==> src/rtl/adc_pretrig_pkg.sv <==
// Shared constants for the pretrigger sequencer: register address map and
// bit positions inside the control word. Assumes at most 8 channels so that
// the per-channel compare registers fit at addresses 8..15.
package adc_pretrig_pkg;
    localparam int ADDR_W = 5;

    localparam logic [ADDR_W-1:0] A_CTRL     = 5'd0;
    localparam logic [ADDR_W-1:0] A_MOD      = 5'd1;
    localparam logic [ADDR_W-1:0] A_EN       = 5'd2;
    localparam logic [ADDR_W-1:0] A_OE       = 5'd3;
    localparam logic [ADDR_W-1:0] A_CHAIN    = 5'd4;
    localparam logic [ADDR_W-1:0] A_ERRCLR   = 5'd5;
    localparam int                A_DLY_BASE = 8;

    localparam int B_RUN  = 0;
    localparam int B_CONT = 1;
    localparam int B_LOAD = 2;
endpackage

==> src/rtl/adc_pretrig_regs.sv <==
// Register file of the sequencer. Holds control bits, per-channel enable,
// output-enable and chain masks, and shadow/active copies of the modulus and
// compare values. A load command copies shadows to the active set only while
// run enable is already set. Assumes NUM_PT <= 8 and CNT_W <= 16.
module adc_pretrig_regs
    import adc_pretrig_pkg::*;
#(
    parameter int NUM_PT = 8,
    parameter int CNT_W  = 16,
    parameter int DATA_W = 16
) (
    input  logic                          clk,
    input  logic                          rst_n,
    input  logic                          wr_en,
    input  logic [ADDR_W-1:0]             wr_addr,
    input  logic [DATA_W-1:0]             wr_data,
    output logic                          run_en,
    output logic                          cont_en,
    output logic [NUM_PT-1:0]             ch_en,
    output logic [NUM_PT-1:0]             ch_oe,
    output logic [NUM_PT-1:0]             ch_chain,
    output logic [CNT_W-1:0]              mod_act,
    output logic [NUM_PT-1:0][CNT_W-1:0]  dly_act,
    output logic                          err_clr
);
    logic                         ctrl_wr;
    logic                         load_ok;
    logic [CNT_W-1:0]             mod_shd;
    logic [NUM_PT-1:0][CNT_W-1:0] dly_shd;

    assign ctrl_wr = wr_en && (wr_addr == A_CTRL);
    assign load_ok = ctrl_wr && wr_data[B_LOAD] && run_en;
    assign err_clr = wr_en && (wr_addr == A_ERRCLR) && wr_data[0];

    // Control bits and channel masks, written directly.
    always_ff @(posedge clk) begin
        if (!rst_n) begin
            run_en   <= 1'b0;
            cont_en  <= 1'b0;
            ch_en    <= '0;
            ch_oe    <= '0;
            ch_chain <= '0;
        end else if (wr_en) begin
            if (wr_addr == A_CTRL) begin
                run_en  <= wr_data[B_RUN];
                cont_en <= wr_data[B_CONT];
            end
            if (wr_addr == A_EN)    ch_en    <= wr_data[NUM_PT-1:0];
            if (wr_addr == A_OE)    ch_oe    <= wr_data[NUM_PT-1:0];
            if (wr_addr == A_CHAIN) ch_chain <= wr_data[NUM_PT-1:0];
        end
    end

    // Modulus shadow and its active copy.
    always_ff @(posedge clk) begin
        if (!rst_n) begin
            mod_shd <= '0;
            mod_act <= '0;
        end else begin
            if (wr_en && (wr_addr == A_MOD)) mod_shd <= wr_data[CNT_W-1:0];
            if (load_ok)                     mod_act <= mod_shd;
        end
    end

    // One shadow/active pair per channel compare value.
    for (genvar n = 0; n < NUM_PT; n++) begin : g_dly
        always_ff @(posedge clk) begin
            if (!rst_n) begin
                dly_shd[n] <= '0;
                dly_act[n] <= '0;
            end else begin
                if (wr_en && (wr_addr == ADDR_W'(A_DLY_BASE + n)))
                    dly_shd[n] <= wr_data[CNT_W-1:0];
                if (load_ok)
                    dly_act[n] <= dly_shd[n];
            end
        end
    end

    AST_LOAD_GATED: assert property (@(posedge clk) disable iff (!rst_n)
        $past(wr_en && (wr_addr == A_CTRL) && wr_data[B_LOAD] && !run_en)
        |-> (mod_act == $past(mod_act)) && (dly_act == $past(dly_act)));

    AST_ACT_HOLD: assert property (@(posedge clk) disable iff (!rst_n)
        $past(!(wr_en && (wr_addr == A_CTRL))) |-> $stable(mod_act));
endmodule

==> src/rtl/adc_pretrig_counter.sv <==
// Delay counter. A start pulse (with run enable set) zeroes the count and sets
// it running. It counts up to the active modulus, then either stops
// (one-shot) or wraps to zero (continuous). Clearing run enable stops it.
// Assumes the modulus may change mid-run, so wrap uses >= for safety.
module adc_pretrig_counter #(
    parameter int CNT_W = 16
) (
    input  logic             clk,
    input  logic             rst_n,
    input  logic             run_en,
    input  logic             cont_en,
    input  logic             start,
    input  logic [CNT_W-1:0] mod_val,
    output logic [CNT_W-1:0] cnt,
    output logic             running
);
    logic at_end;

    assign at_end = (cnt >= mod_val);

    // Count sequencing: restart, step, wrap or stop.
    always_ff @(posedge clk) begin
        if (!rst_n) begin
            cnt     <= '0;
            running <= 1'b0;
        end else if (!run_en) begin
            cnt     <= '0;
            running <= 1'b0;
        end else if (start) begin
            cnt     <= '0;
            running <= 1'b1;
        end else if (running) begin
            if (at_end) begin
                if (cont_en) cnt     <= '0;
                else         running <= 1'b0;
            end else begin
                cnt <= cnt + 1'b1;
            end
        end
    end

    AST_START_ZERO: assert property (@(posedge clk) disable iff (!rst_n)
        $past(start && run_en) |-> (cnt == '0) && running);

    AST_CNT_STEP: assert property (@(posedge clk) disable iff (!rst_n)
        $past(running) && running && !$past(start)
        |-> (cnt == CNT_W'($past(cnt) + 1'b1)) || (cnt == '0));
endmodule

==> src/rtl/adc_pretrig_issue.sv <==
// Request builder and issue stage. Each channel requests either on a compare
// match of the running count or, when chained, on conversion completion of
// the channel below it. Requests are held pending and issued lowest index
// first, one per clock, as a registered strobe plus index. Tracks the one
// outstanding conversion and raises a sticky sequence error on overlap.
module adc_pretrig_issue #(
    parameter int NUM_PT = 8,
    parameter int CNT_W  = 16,
    localparam int IDX_W = (NUM_PT > 1) ? $clog2(NUM_PT) : 1
) (
    input  logic                          clk,
    input  logic                          rst_n,
    input  logic                          running,
    input  logic [CNT_W-1:0]              cnt,
    input  logic [NUM_PT-1:0][CNT_W-1:0]  dly_act,
    input  logic [NUM_PT-1:0]             ch_en,
    input  logic [NUM_PT-1:0]             ch_oe,
    input  logic [NUM_PT-1:0]             ch_chain,
    input  logic                          start,
    input  logic                          conv_done,
    input  logic                          err_clr,
    output logic                          trig_valid,
    output logic [IDX_W-1:0]              trig_idx,
    output logic                          seq_err
);
    logic [NUM_PT-1:0] live;
    logic [NUM_PT-1:0] use_dly;
    logic [NUM_PT-1:0] chain_hit;
    logic [NUM_PT-1:0] req_new;
    logic [NUM_PT-1:0] req;
    logic [NUM_PT-1:0] pend;
    logic [NUM_PT-1:0] grant;
    logic [IDX_W-1:0]  gidx;
    logic              any_req;
    logic              busy;
    logic [IDX_W-1:0]  busy_idx;

    // Per-channel request sources; channel 0 can never be chained.
    for (genvar n = 0; n < NUM_PT; n++) begin : g_req
        assign live[n] = ch_en[n] & ch_oe[n];
        if (n == 0) begin : g_first
            assign use_dly[n]   = 1'b1;
            assign chain_hit[n] = 1'b0;
        end else begin : g_rest
            assign use_dly[n]   = ~ch_chain[n];
            assign chain_hit[n] = ch_chain[n] & conv_done & busy &
                                  (busy_idx == IDX_W'(n - 1));
        end
        assign req_new[n] = live[n] &
                            ((running & use_dly[n] & (cnt == dly_act[n])) |
                             chain_hit[n]);
    end

    assign req     = pend | req_new;
    assign any_req = |req;

    // Fixed priority: lowest requesting index wins.
    always_comb begin
        grant = '0;
        gidx  = '0;
        for (int i = NUM_PT - 1; i >= 0; i--) begin
            if (req[i]) begin
                grant = '0;
                grant[i] = 1'b1;
                gidx  = IDX_W'(i);
            end
        end
    end

    // Registered strobe, pending set and outstanding-conversion tracking.
    always_ff @(posedge clk) begin
        if (!rst_n) begin
            trig_valid <= 1'b0;
            trig_idx   <= '0;
            pend       <= '0;
            busy       <= 1'b0;
            busy_idx   <= '0;
        end else begin
            trig_valid <= any_req;
            if (any_req) trig_idx <= gidx;
            pend <= start ? '0 : (req & ~grant);
            if (any_req) begin
                busy     <= 1'b1;
                busy_idx <= gidx;
            end else if (conv_done) begin
                busy <= 1'b0;
            end
        end
    end

    // Sticky sequence error: set on overlapping issue, cleared by write-one.
    always_ff @(posedge clk) begin
        if (!rst_n)                             seq_err <= 1'b0;
        else if (any_req && busy && !conv_done) seq_err <= 1'b1;
        else if (err_clr)                       seq_err <= 1'b0;
    end

    logic [NUM_PT-1:0] sel_oh;
    assign sel_oh = NUM_PT'(1) << trig_idx;

    AST_LIVE_ONLY: assert property (@(posedge clk) disable iff (!rst_n)
        trig_valid |-> (($past(ch_en & ch_oe) & sel_oh) != '0));

    AST_ERR_STICKY: assert property (@(posedge clk) disable iff (!rst_n)
        $past(seq_err) && !$past(err_clr) |-> seq_err);

    AST_ERR_ON_ISSUE: assert property (@(posedge clk) disable iff (!rst_n)
        $rose(seq_err) |-> trig_valid);
endmodule

==> src/rtl/adc_pretrig_seq.sv <==
// Top of the delayed ADC pretrigger sequencer. Wires the register file, the
// delay counter and the issue stage. Assumes start_trig and conv_done are
// synchronous to clk and one or more cycles wide as seen by the caller.
module adc_pretrig_seq
    import adc_pretrig_pkg::*;
#(
    parameter int NUM_PT = 8,
    parameter int CNT_W  = 16,
    parameter int DATA_W = 16,
    localparam int IDX_W = (NUM_PT > 1) ? $clog2(NUM_PT) : 1
) (
    input  logic              clk,
    input  logic              rst_n,
    input  logic              wr_en,
    input  logic [ADDR_W-1:0] wr_addr,
    input  logic [DATA_W-1:0] wr_data,
    input  logic              start_trig,
    input  logic              conv_done,
    output logic              pt_strobe,
    output logic [IDX_W-1:0]  pt_idx,
    output logic              seq_err
);
    logic                         run_en;
    logic                         cont_en;
    logic [NUM_PT-1:0]            ch_en;
    logic [NUM_PT-1:0]            ch_oe;
    logic [NUM_PT-1:0]            ch_chain;
    logic [CNT_W-1:0]             mod_act;
    logic [NUM_PT-1:0][CNT_W-1:0] dly_act;
    logic                         err_clr;
    logic [CNT_W-1:0]             cnt;
    logic                         running;
    logic                         start_ok;

    assign start_ok = start_trig && run_en;

    adc_pretrig_regs #(.NUM_PT(NUM_PT), .CNT_W(CNT_W), .DATA_W(DATA_W)) u_regs (
        .clk      (clk),
        .rst_n    (rst_n),
        .wr_en    (wr_en),
        .wr_addr  (wr_addr),
        .wr_data  (wr_data),
        .run_en   (run_en),
        .cont_en  (cont_en),
        .ch_en    (ch_en),
        .ch_oe    (ch_oe),
        .ch_chain (ch_chain),
        .mod_act  (mod_act),
        .dly_act  (dly_act),
        .err_clr  (err_clr)
    );

    adc_pretrig_counter #(.CNT_W(CNT_W)) u_cnt (
        .clk     (clk),
        .rst_n   (rst_n),
        .run_en  (run_en),
        .cont_en (cont_en),
        .start   (start_trig),
        .mod_val (mod_act),
        .cnt     (cnt),
        .running (running)
    );

    adc_pretrig_issue #(.NUM_PT(NUM_PT), .CNT_W(CNT_W)) u_issue (
        .clk        (clk),
        .rst_n      (rst_n),
        .running    (running),
        .cnt        (cnt),
        .dly_act    (dly_act),
        .ch_en      (ch_en),
        .ch_oe      (ch_oe),
        .ch_chain   (ch_chain),
        .start      (start_ok),
        .conv_done  (conv_done),
        .err_clr    (err_clr),
        .trig_valid (pt_strobe),
        .trig_idx   (pt_idx),
        .seq_err    (seq_err)
    );
endmodule

==> config.mk <==
export PLATFORM = sky130hd
export DESIGN_NAME = adc_pretrig_seq
export DESIGN_NICKNAME = d
export VERILOG_FILES = /design/src/rtl/adc_pretrig_pkg.sv /design/src/rtl/adc_pretrig_regs.sv /design/src/rtl/adc_pretrig_counter.sv /design/src/rtl/adc_pretrig_issue.sv /design/src/rtl/adc_pretrig_seq.sv
export SDC_FILE = /design/constraint.sdc
export NUM_CORES = 1
export LEC_CHECK = 0
export BUFFER_PORTS_ARGS = -buffer_cell sky130_fd_sc_hd__clkbuf_2
export CAP_MARGIN = 20
export CORE_MARGIN = 10
export CORE_UTILIZATION = 30
export DETAILED_ROUTE_END_ITERATION = 8
export SYNTH_ARGS = -nofsm -noshare
export SYNTH_HDL_FRONTEND = slang
export SYNTH_SLANG_ARGS = --single-unit
==> constraint.sdc <==
create_clock -name clk -period 6.4 [get_ports clk]
set_clock_uncertainty 0.1 [all_clocks]
set_input_delay 0.64 -clock clk [delete_from_list [all_inputs] [get_ports clk]]
set_output_delay 0.64 -clock clk [all_outputs]
set_load 0.02 [all_outputs]
-- Word level (Yosys, flattened, before mapping)
Cells that the tools add are included.
- reductions and logical operators: 31
- multiplexer cells: 26
- bitwise logic cells: 71
- equality and inequality tests: 28
- add/subtract/negate cells: 1
- order comparisons: 1
- operator list (operator ; count):
    16-bit == test ; 8
    8-bit two-way mux ; 8
    1-bit bitwise AND ; 52
    5-bit by 4-bit == test with 1-bit output (second input constant) ; 8
    16-bit two-way mux ; 2
    3-bit two-way mux ; 8
    1-bit logical AND ; 17
    16-bit by 1-bit adder with 16-bit output (second input constant) ; 1
    16-bit greater-or-equal comparator ; 1
    2-bit AND reduction ; 6
    5-bit by 2-bit == test with 1-bit output (second input constant) ; 2
    5-bit by 3-bit == test with 1-bit output (second input constant) ; 2
    3-bit == test (second input constant) ; 3
    1-bit NOT ; 9
    8-bit bitwise AND ; 1
    1-bit two-way mux ; 8
    8-bit NOT ; 1
    8-bit OR ; 1
    8-bit OR reduction ; 1
    1-bit OR ; 7
    3-bit by 2-bit == test with 1-bit output (second input constant) ; 2
    5-bit by 1-bit == test with 1-bit output (second input constant) ; 1
    5-bit logical NOT ; 1
    2-bit nonzero test ; 2
    6 further kinds ; 6
- output and inout port bits: 5
- logic and storage cells: 188
- flip-flop bits (word level): 345
- input port bits: 26

-- Depth between registers and ports, before layout
Gate-level depths: netlist of run 1.
- depth in word-level cells: 16
- gate-level depth with buffers: 14

-- Modules after synthesis
Synthesis of run 1 repeated with hierarchy kept, for this count alone.
- cells, all modules: 1511
- area, all modules: 14870.5 sq um
- by module, submodules not included (module ; cells an instance ; sequential area each (sq um) ; area an instance (sq um) ; instances):
    adc_pretrig_regs ; 1056 ; 6286.0 ; 11158.2 ; 1
    adc_pretrig_issue ; 280 ; 260.2 ; 2334.7 ; 1
    adc_pretrig_counter ; 174 ; 340.3 ; 1371.3 ; 1
    adc_pretrig_seq ; 1 ; 0.0 ; 6.3 ; 1

-- Least setup slack after synthesis of run 1
Ideal clock, no wire load.
- path kind: flip-flop to flip-flop
- from: reg u_cnt.cnt[0]
- to: reg u_cnt.cnt[11]
- slack: 3417 ps
- cell stages (with the launch flop): 14
- arrival: 2813 ps
- data required time: 6230 ps
- clock period less this slack: 2983 ps
- library setup time: 70 ps
- cells stage by stage: dfxtp_1 > buf_2 > buf_2 > inv_1 > ha_1 > nand2b_1 > a21o_1 > a21o_1 > a211oi_2 > nor3_1 > o31a_1 > buf_6 > or4_1 > a21oi_1
- word-level cells in the longest chain between the ends: 3
- RTL lines (element ; line ; text):
    start: declaration ; adc_pretrig_counter.sv:14 ; output logic [CNT_W-1:0] cnt,
    start signal: assignment ; adc_pretrig_counter.sv:37 ; cnt <= cnt + 1'b1;
    16-bit greater-or-equal comparator ; adc_pretrig_counter.sv:19 ; assign at_end = (cnt >= mod_val);
    2-bit != test (no source line) ; - ;
    2-bit AND reduction (no source line) ; - ;
Parallel ways exist; a longest one is shown, timed or not.
A chain may end at the register's enable or synchronous reset.

-- Worst setup path in the final report of run 1
Same ends and word-level chain as after synthesis.

==> flow_summary.yaml, run 1 <==
status:
  outcome: "finished, final reports clean"
detailed_routing:
  drtAntennaViolNets: 0
  first_pass_iters: 6
  first_iter_violations: 1036
  vias: 11950
  detail_route.wl_per_cell_um: 17.95
  wirelength_um: 44180
  via_per_inst: 4.856
  route.detailed.drc: 0
synth:
  syn_nets: 1845
  yosysUniqueCellTypes: 49
  async_flop_share_pct: 0
  avgSynthCellArea_um2: 8.340
  synthFlopType: "dfxtp_1"
  synthCells: 1802
  yosys_warnings: 0
  synth_top_area_share_pct: 45.69
  synth_edf_count: 0
  ys_ff_latch: 343
  syn-cell-area_mm2: 0.01503
  yosysSeqAreaShare_pct: 45.69
  yosys.area.top_type: "dfxtp_1"
  synth_area_leaders: "dfxtp_1 46%, nand2_1 15%, a21boi_0 14%, xnor2_1 4.8%, xor2_1 2.7%"
timing:
  holdWs_ns: 0.3097
  hold_violations: 0
  worst_slew_pin_slew_ns: 1.154
  final.setup.tns_ns: 0
  rsz0062_at_grt: "false"
  fmax_mhz: 268.2
  setup_violations: 0
  maxSlewViolCount: 0
  slew_headroom_pct: 22.80
  fin_crit_ns: 3.728
  fin_crit_sh_pct: 58.26
  worst_slack_ns: 2.672
worst_setup_path:
  crit_type: "reg -> reg"
  cp.required_ns: 6.75
  rr_worst_depth: 10
  setup.worst_path.end_class: "register"
  arrival_ns: 4.08
  startpoint_type: "register"
  path_max_fanout: 31
floorplanning:
  row_count: 81
  core_area_mm2: 0.04925
  start_util_pct: 30.51
  io_pins: 31
  die_w_um: 243.8
  die_area_mm2: 0.05945
  dieHeight_um: 243.8
place:
  dp_hpwl_um: 26170
  place_ws_ns: 2.586
  gp_congestion: 0.8493
  place_area_mm2: 0.01565
  io_buffers: 30
clocking:
  ctsHoldBuffers: 0
  cts-resized-gates: 0
  clockBufferDepth: 3
  h-tree-depth: 2
  cts_setup_buffers: 0
  clock_sinks: 343
  cts_root_buf: "clkbuf_16"
  worst_skew_pair.late_latency_ns: 0.52
  path_clk_slew_ns: 0.06
  tritoncts: "built"
  numCtsBuffers: 39
power:
  ir_drop_mv: 0.1630
  p_leak_nw: 5.750
  powerDensity_mw_per_mm2: 268.6
layout:
  layout_common_cells: "611 x nand2_1, 343 x dfxtp_1, 282 x a21boi_0"
  final_area_mm2: 0.01700
  final_common_cell: "nand2_1"
  nNetsFinal: 1812
  final_util_pct: 34.51
  antenna_cells: 0
  fill_cells: 5195
  layout-drive-gt1-share_pct: 7.067
  areaGrowthSynthToFinish_pct: 13.09
grt:
  use_met2_pct: 22.74
  grt_max_degree: 137
  track_usage_pct: 14.54
  met1_usage_pct: 20.25
  overflow: 0
  antenna_found_initial: 2
  grt_pass1_vias: 11446
  grt_pass1_wl_um: 67810
  top_usage_layer: "met2"
  grtUsageMet3_pct: 2.505
run:
  drv_cap: 0
hold_path:
  holdPathStages: 2
  hp-class: "in -> reg"
==> cell usage after synthesis (all sizes together) (2+ instances only) <==
cell / count
nand2: 611
dfxtp: 343
a21boi: 290
clkbuf: 100
xnor2: 82
xor2: 46
nor2b: 31
buf: 27
nand4: 26
a21oi: 24
mux2i: 23
nor3: 21
inv: 20
nor2: 20
ha: 17
nand3: 15
o21ai: 13
nor4: 11
and3: 10
or3: 10
nand4b: 6
o31ai: 6
or4: 6
a211oi: 5
a31oi: 5
nand2b: 5
a31o: 4
o21a: 4
a21o: 3
a22oi: 2
nor3b: 2
o211ai: 2
o31a: 2
==> registers in the layout, summed over array words and instances (netlist names), 8 cells and up <==
register	count
u_regs.ch_en	8
u_regs.ch_oe	8
u_cnt.cnt	16
u_regs.mod_shd	16
u_regs.dly_shd	128
u_regs.mod_act	16
u_regs.dly_act	128
==> layout make-up <==
class	instances	area [um2]	share of cell area, %
multi-input combinational	1312	7564	44.50
sequential	343	6867	40.40
clock buffer	56	1142	6.721
tap	664	830.8	4.888
timing repair buffer	53	340.3	2.002
clock inverter	13	177.7	1.045
inverter	20	75.07	0.4417
==> worst max-delay path: stages, from the launching register on <==
cell and delay (ns):
dfxtp_1 0.96, inv_1 0.10, ha_1 0.30, nand2b_1 0.14, a21o_1 0.17, a21o_1 0.18
a211oi_2 0.21, nor3_1 0.12, o31a_1 0.59, or4_1 0.61, a21oi_1 0.17
==> metrics by stage <==
stage | power (mW) | std cells
2_1_floorplan | 2.268 | 1802
3_3_place_gp | 2.321 | 2389
3_5_place_dp | 2.322 | 2390
4_1_cts | 4.603 | 2459
5_1_grt | 4.687 | 2461
6_report | 4.565 | 2461
==> path summary, 6_finish.rpt <==
| check | from | end | slack [ns] |
|---|---|---|---|
| setup reg to reg | u_cnt.cnt[0] | u_cnt.cnt[11] | 2.67 |
| hold / removal | start_trig | u_cnt.cnt[0] | 0.31 |
| hold reg to reg | u_regs.dly_shd[112] | u_regs.dly_act[112] | 0.35 |
| setup / recovery | u_cnt.cnt[0] | u_cnt.cnt[11] | 2.67 |
==> report_power, final <==
part	internal [mW]	switching [mW]
sequential	2.14	0.00407
clock	1.40	0.886
combinational	0.0403	0.0886
total	3.59	0.979
==> per-layer routing <==
layer  up-vias  share of wire [%]
met5         -                  0
met4         0                2.1
met3        61                6.5
met2       330                 44
met1      5701                 47
li1       5858                  -
==> logic make-up (layout without fill, tap and decap cells) <==
| group | after synthesis | after routing | share of synthesized area (%) |
|---|---|---|---|
| AO/OA/AOI/OAI | 362 | 362 | 17.52 |
| multiplexers | 23 | 23 | 1.532 |
| flip-flops | 343 | 343 | 45.69 |
| AND/OR/NAND/NOR | 782 | 782 | 22.21 |
| XOR/XNOR | 128 | 128 | 7.459 |
| buffers and inverters | 147 | 142 | 4.171 |
| adder cells (fa/ha/maj) | 17 | 17 | 1.415 |
(Power assumes the default switching activity.)
==> inputs of run 2 (changes only) <==
clock period = 3.3 ns   (was 6.4 ns; I/O delays follow)
==> run 2 against run 1 <==
Effect of this change:
- sequential share of layout area shrank 0.17 points
- cell area grew 0.43%
- combinational power grew 99%
- critical path depth shrank 2
- register-to-register slack lost 2.4 ns
- wire length grew 2.9%
- non-clock buffer count grew 17
- final cell count grew 0.65%
- via count grew 0.86%
- sequential cell count is the same
- largest cell class unchanged
==> flow_summary.yaml, run 2 (synthesized netlist as in run 1, its figures left out) <==
floorplanning:
  row_count: 81
  start_util_pct: 30.51
  die_area_mm2: 0.05945
  io_pins: 31
  die_w_um: 243.8
  core_area_mm2: 0.04925
  dieHeight_um: 243.8
timing:
  hold_violations: 0
  maxSlewViolCount: 0
  fmax_mhz: 328.5
  fin_crit_ns: 3.045
  fin_crit_sh_pct: 92.26
  holdWs_ns: 0.05476
  setup_violations: 0
  final.setup.tns_ns: 0
  rsz0062_at_grt: "false"
  worst_slew_pin_slew_ns: 0.7941
  slew_headroom_pct: 46.99
clocking:
  tritoncts: "built"
  clock_sinks: 343
  clockBufferDepth: 3
  path_clk_slew_ns: 0.06
  cts_root_buf: "clkbuf_16"
  worst_skew_pair.late_latency_ns: 0.52
  h-tree-depth: 2
  numCtsBuffers: 38
  cts-resized-gates: 0
worst_setup_path:
  path_cells: "xnor2_1 -> nand4_1 -> or4_4 -> nor4_4 -> and4bb_4 -> or3b_4 -> nor3b_1 -> o21a_1"
  critPathMaxStageDelay_ns: 0.84
  cp.required_ns: 3.67
  worst-path-buf-inv: 0
  crit_family: "simple AND/OR/NAND/NOR gates"
  path_max_fanout: 7
  crit_slowest_cell: "dfxtp_1"
  arrival_ns: 3.41
  startpoint_type: "register"
  crit_type: "reg -> reg"
  setup.worst_path.end_class: "register"
layout:
  top_regs: "u_regs.dly_act (128), u_regs.dly_shd (128)"
  nNetsFinal: 1828
  final_common_cell: "nand2_1"
  areaGrowthSynthToFinish_pct: 13.57
  final_util_pct: 34.65
  layout_common_cells: "611 x nand2_1, 343 x dfxtp_1, 282 x a21boi_0"
  fill_cells: 5110
  layout-drive-gt1-share_pct: 7.731
grt:
  grt_max_degree: 155
  track_usage_pct: 14.84
  antenna_found_initial: 2
  grt_pass1_wl_um: 69080
  overflow: 0
  grt_pass1_vias: 11336
detailed_routing:
  route.detailed.drc: 0
  first_iter_violations: 1031
  vias: 12053
  detail_route.wl_per_cell_um: 18.35
  via_per_inst: 4.866
  wirelength_um: 45460
  first_pass_iters: 5
  drtAntennaViolNets: 0
power:
  p_leak_nw: 5.810
  ir_drop_mv: 0.2728
  powerDensity_mw_per_mm2: 502.5
place:
  dp_hpwl_um: 27960
  io_buffers: 30
  gp_congestion: 0.8587
hold_path:
  hp-class: "in -> reg"
run:
  drv_cap: 0
status:
  outcome: "finished, final reports clean"
-- run 2: cell types whose count changed in the layout (fill, tap and decap cells not counted) --
cell           delta
clkbuf_8          +4
buf_8             -1
buf_6             -1
dlygate4sd3_1     +1
clkinv_4          -2
clkbuf_16         -2
inv_6             +1
diode_2           +2
buf_4            +14
buf_12            +4
bufinv_16         -3
clkinvlp_4        -1
-- run 2: where the power goes --
group          switching (mW)  leakage, nW  internal (mW)
Combinational           0.176         2.45         0.0811
Clock                    1.69        0.602           2.47
Sequential            0.00780         2.76           4.16
Total                    1.87         5.81           6.71
-- run 2: area by class of cell --
type / instances / area [um2] / area share [%]
multi-input combinational: 1312 / 7564 / 44.31
sequential: 343 / 6867 / 40.23
clock buffer: 58 / 1147 / 6.722
tap: 664 / 830.8 / 4.867
timing repair buffer: 70 / 509.2 / 2.983
inverter: 20 / 75.07 / 0.4398
clock inverter: 8 / 71.32 / 0.4178
antenna: 2 / 5.005 / 0.02932
-- run 2: metrics by stage --
| stage | cell area, um2 | setup WS (ns) | instances | power [mW] |
|---|---|---|---|---|
| CTS | 17060 | 0.3169 | 2475 | 8.635 |
| detailed placement | 15840 | 0.3348 | 2408 | 4.510 |
| floorplan | 15030 | 0.3170 | 1802 | 4.398 |
| finish | 17070 | 0.2555 | 2477 | 8.577 |
| global placement | 15840 | 0.3216 | 2408 | 4.508 |
| global route | 17060 | 0.06557 | 2475 | 8.821 |
-- run 2: what timing repair did --
action                                 4_1_cts  5_1_grt
endpoints found under the hold margin        3        0
setup buffers                                0        0
hold buffers                                 1        0
-- run 2: path summary, 6_finish.rpt --
| check | end | depth (start not counted) | startpoint | slack (ns) |
|---|---|---|---|---|
| setup / recovery | u_issue.busy_idx[0] | 8 | u_cnt.cnt[3] | 0.26 |
| hold / removal | u_issue.busy | 2 | rst_n | 0.05 |
| setup reg to reg | u_issue.busy_idx[0] | 8 | u_cnt.cnt[3] | 0.26 |
| hold reg to reg | u_regs.dly_act[112] | 2 | u_regs.dly_shd[112] | 0.35 |
-- run 2: per-layer routing --
| layer | up-vias | share of wire (%) | GRT usage (%) |
|---|---|---|---|
| met5 | - | 0 | 0 |
| met4 | 0 | 2.1 | 3.963 |
| met3 | 55 | 6.5 | 2.462 |
| met2 | 323 | 44 | 22.68 |
| met1 | 5778 | 48 | 21.10 |
| li1 | 5897 | - | - |
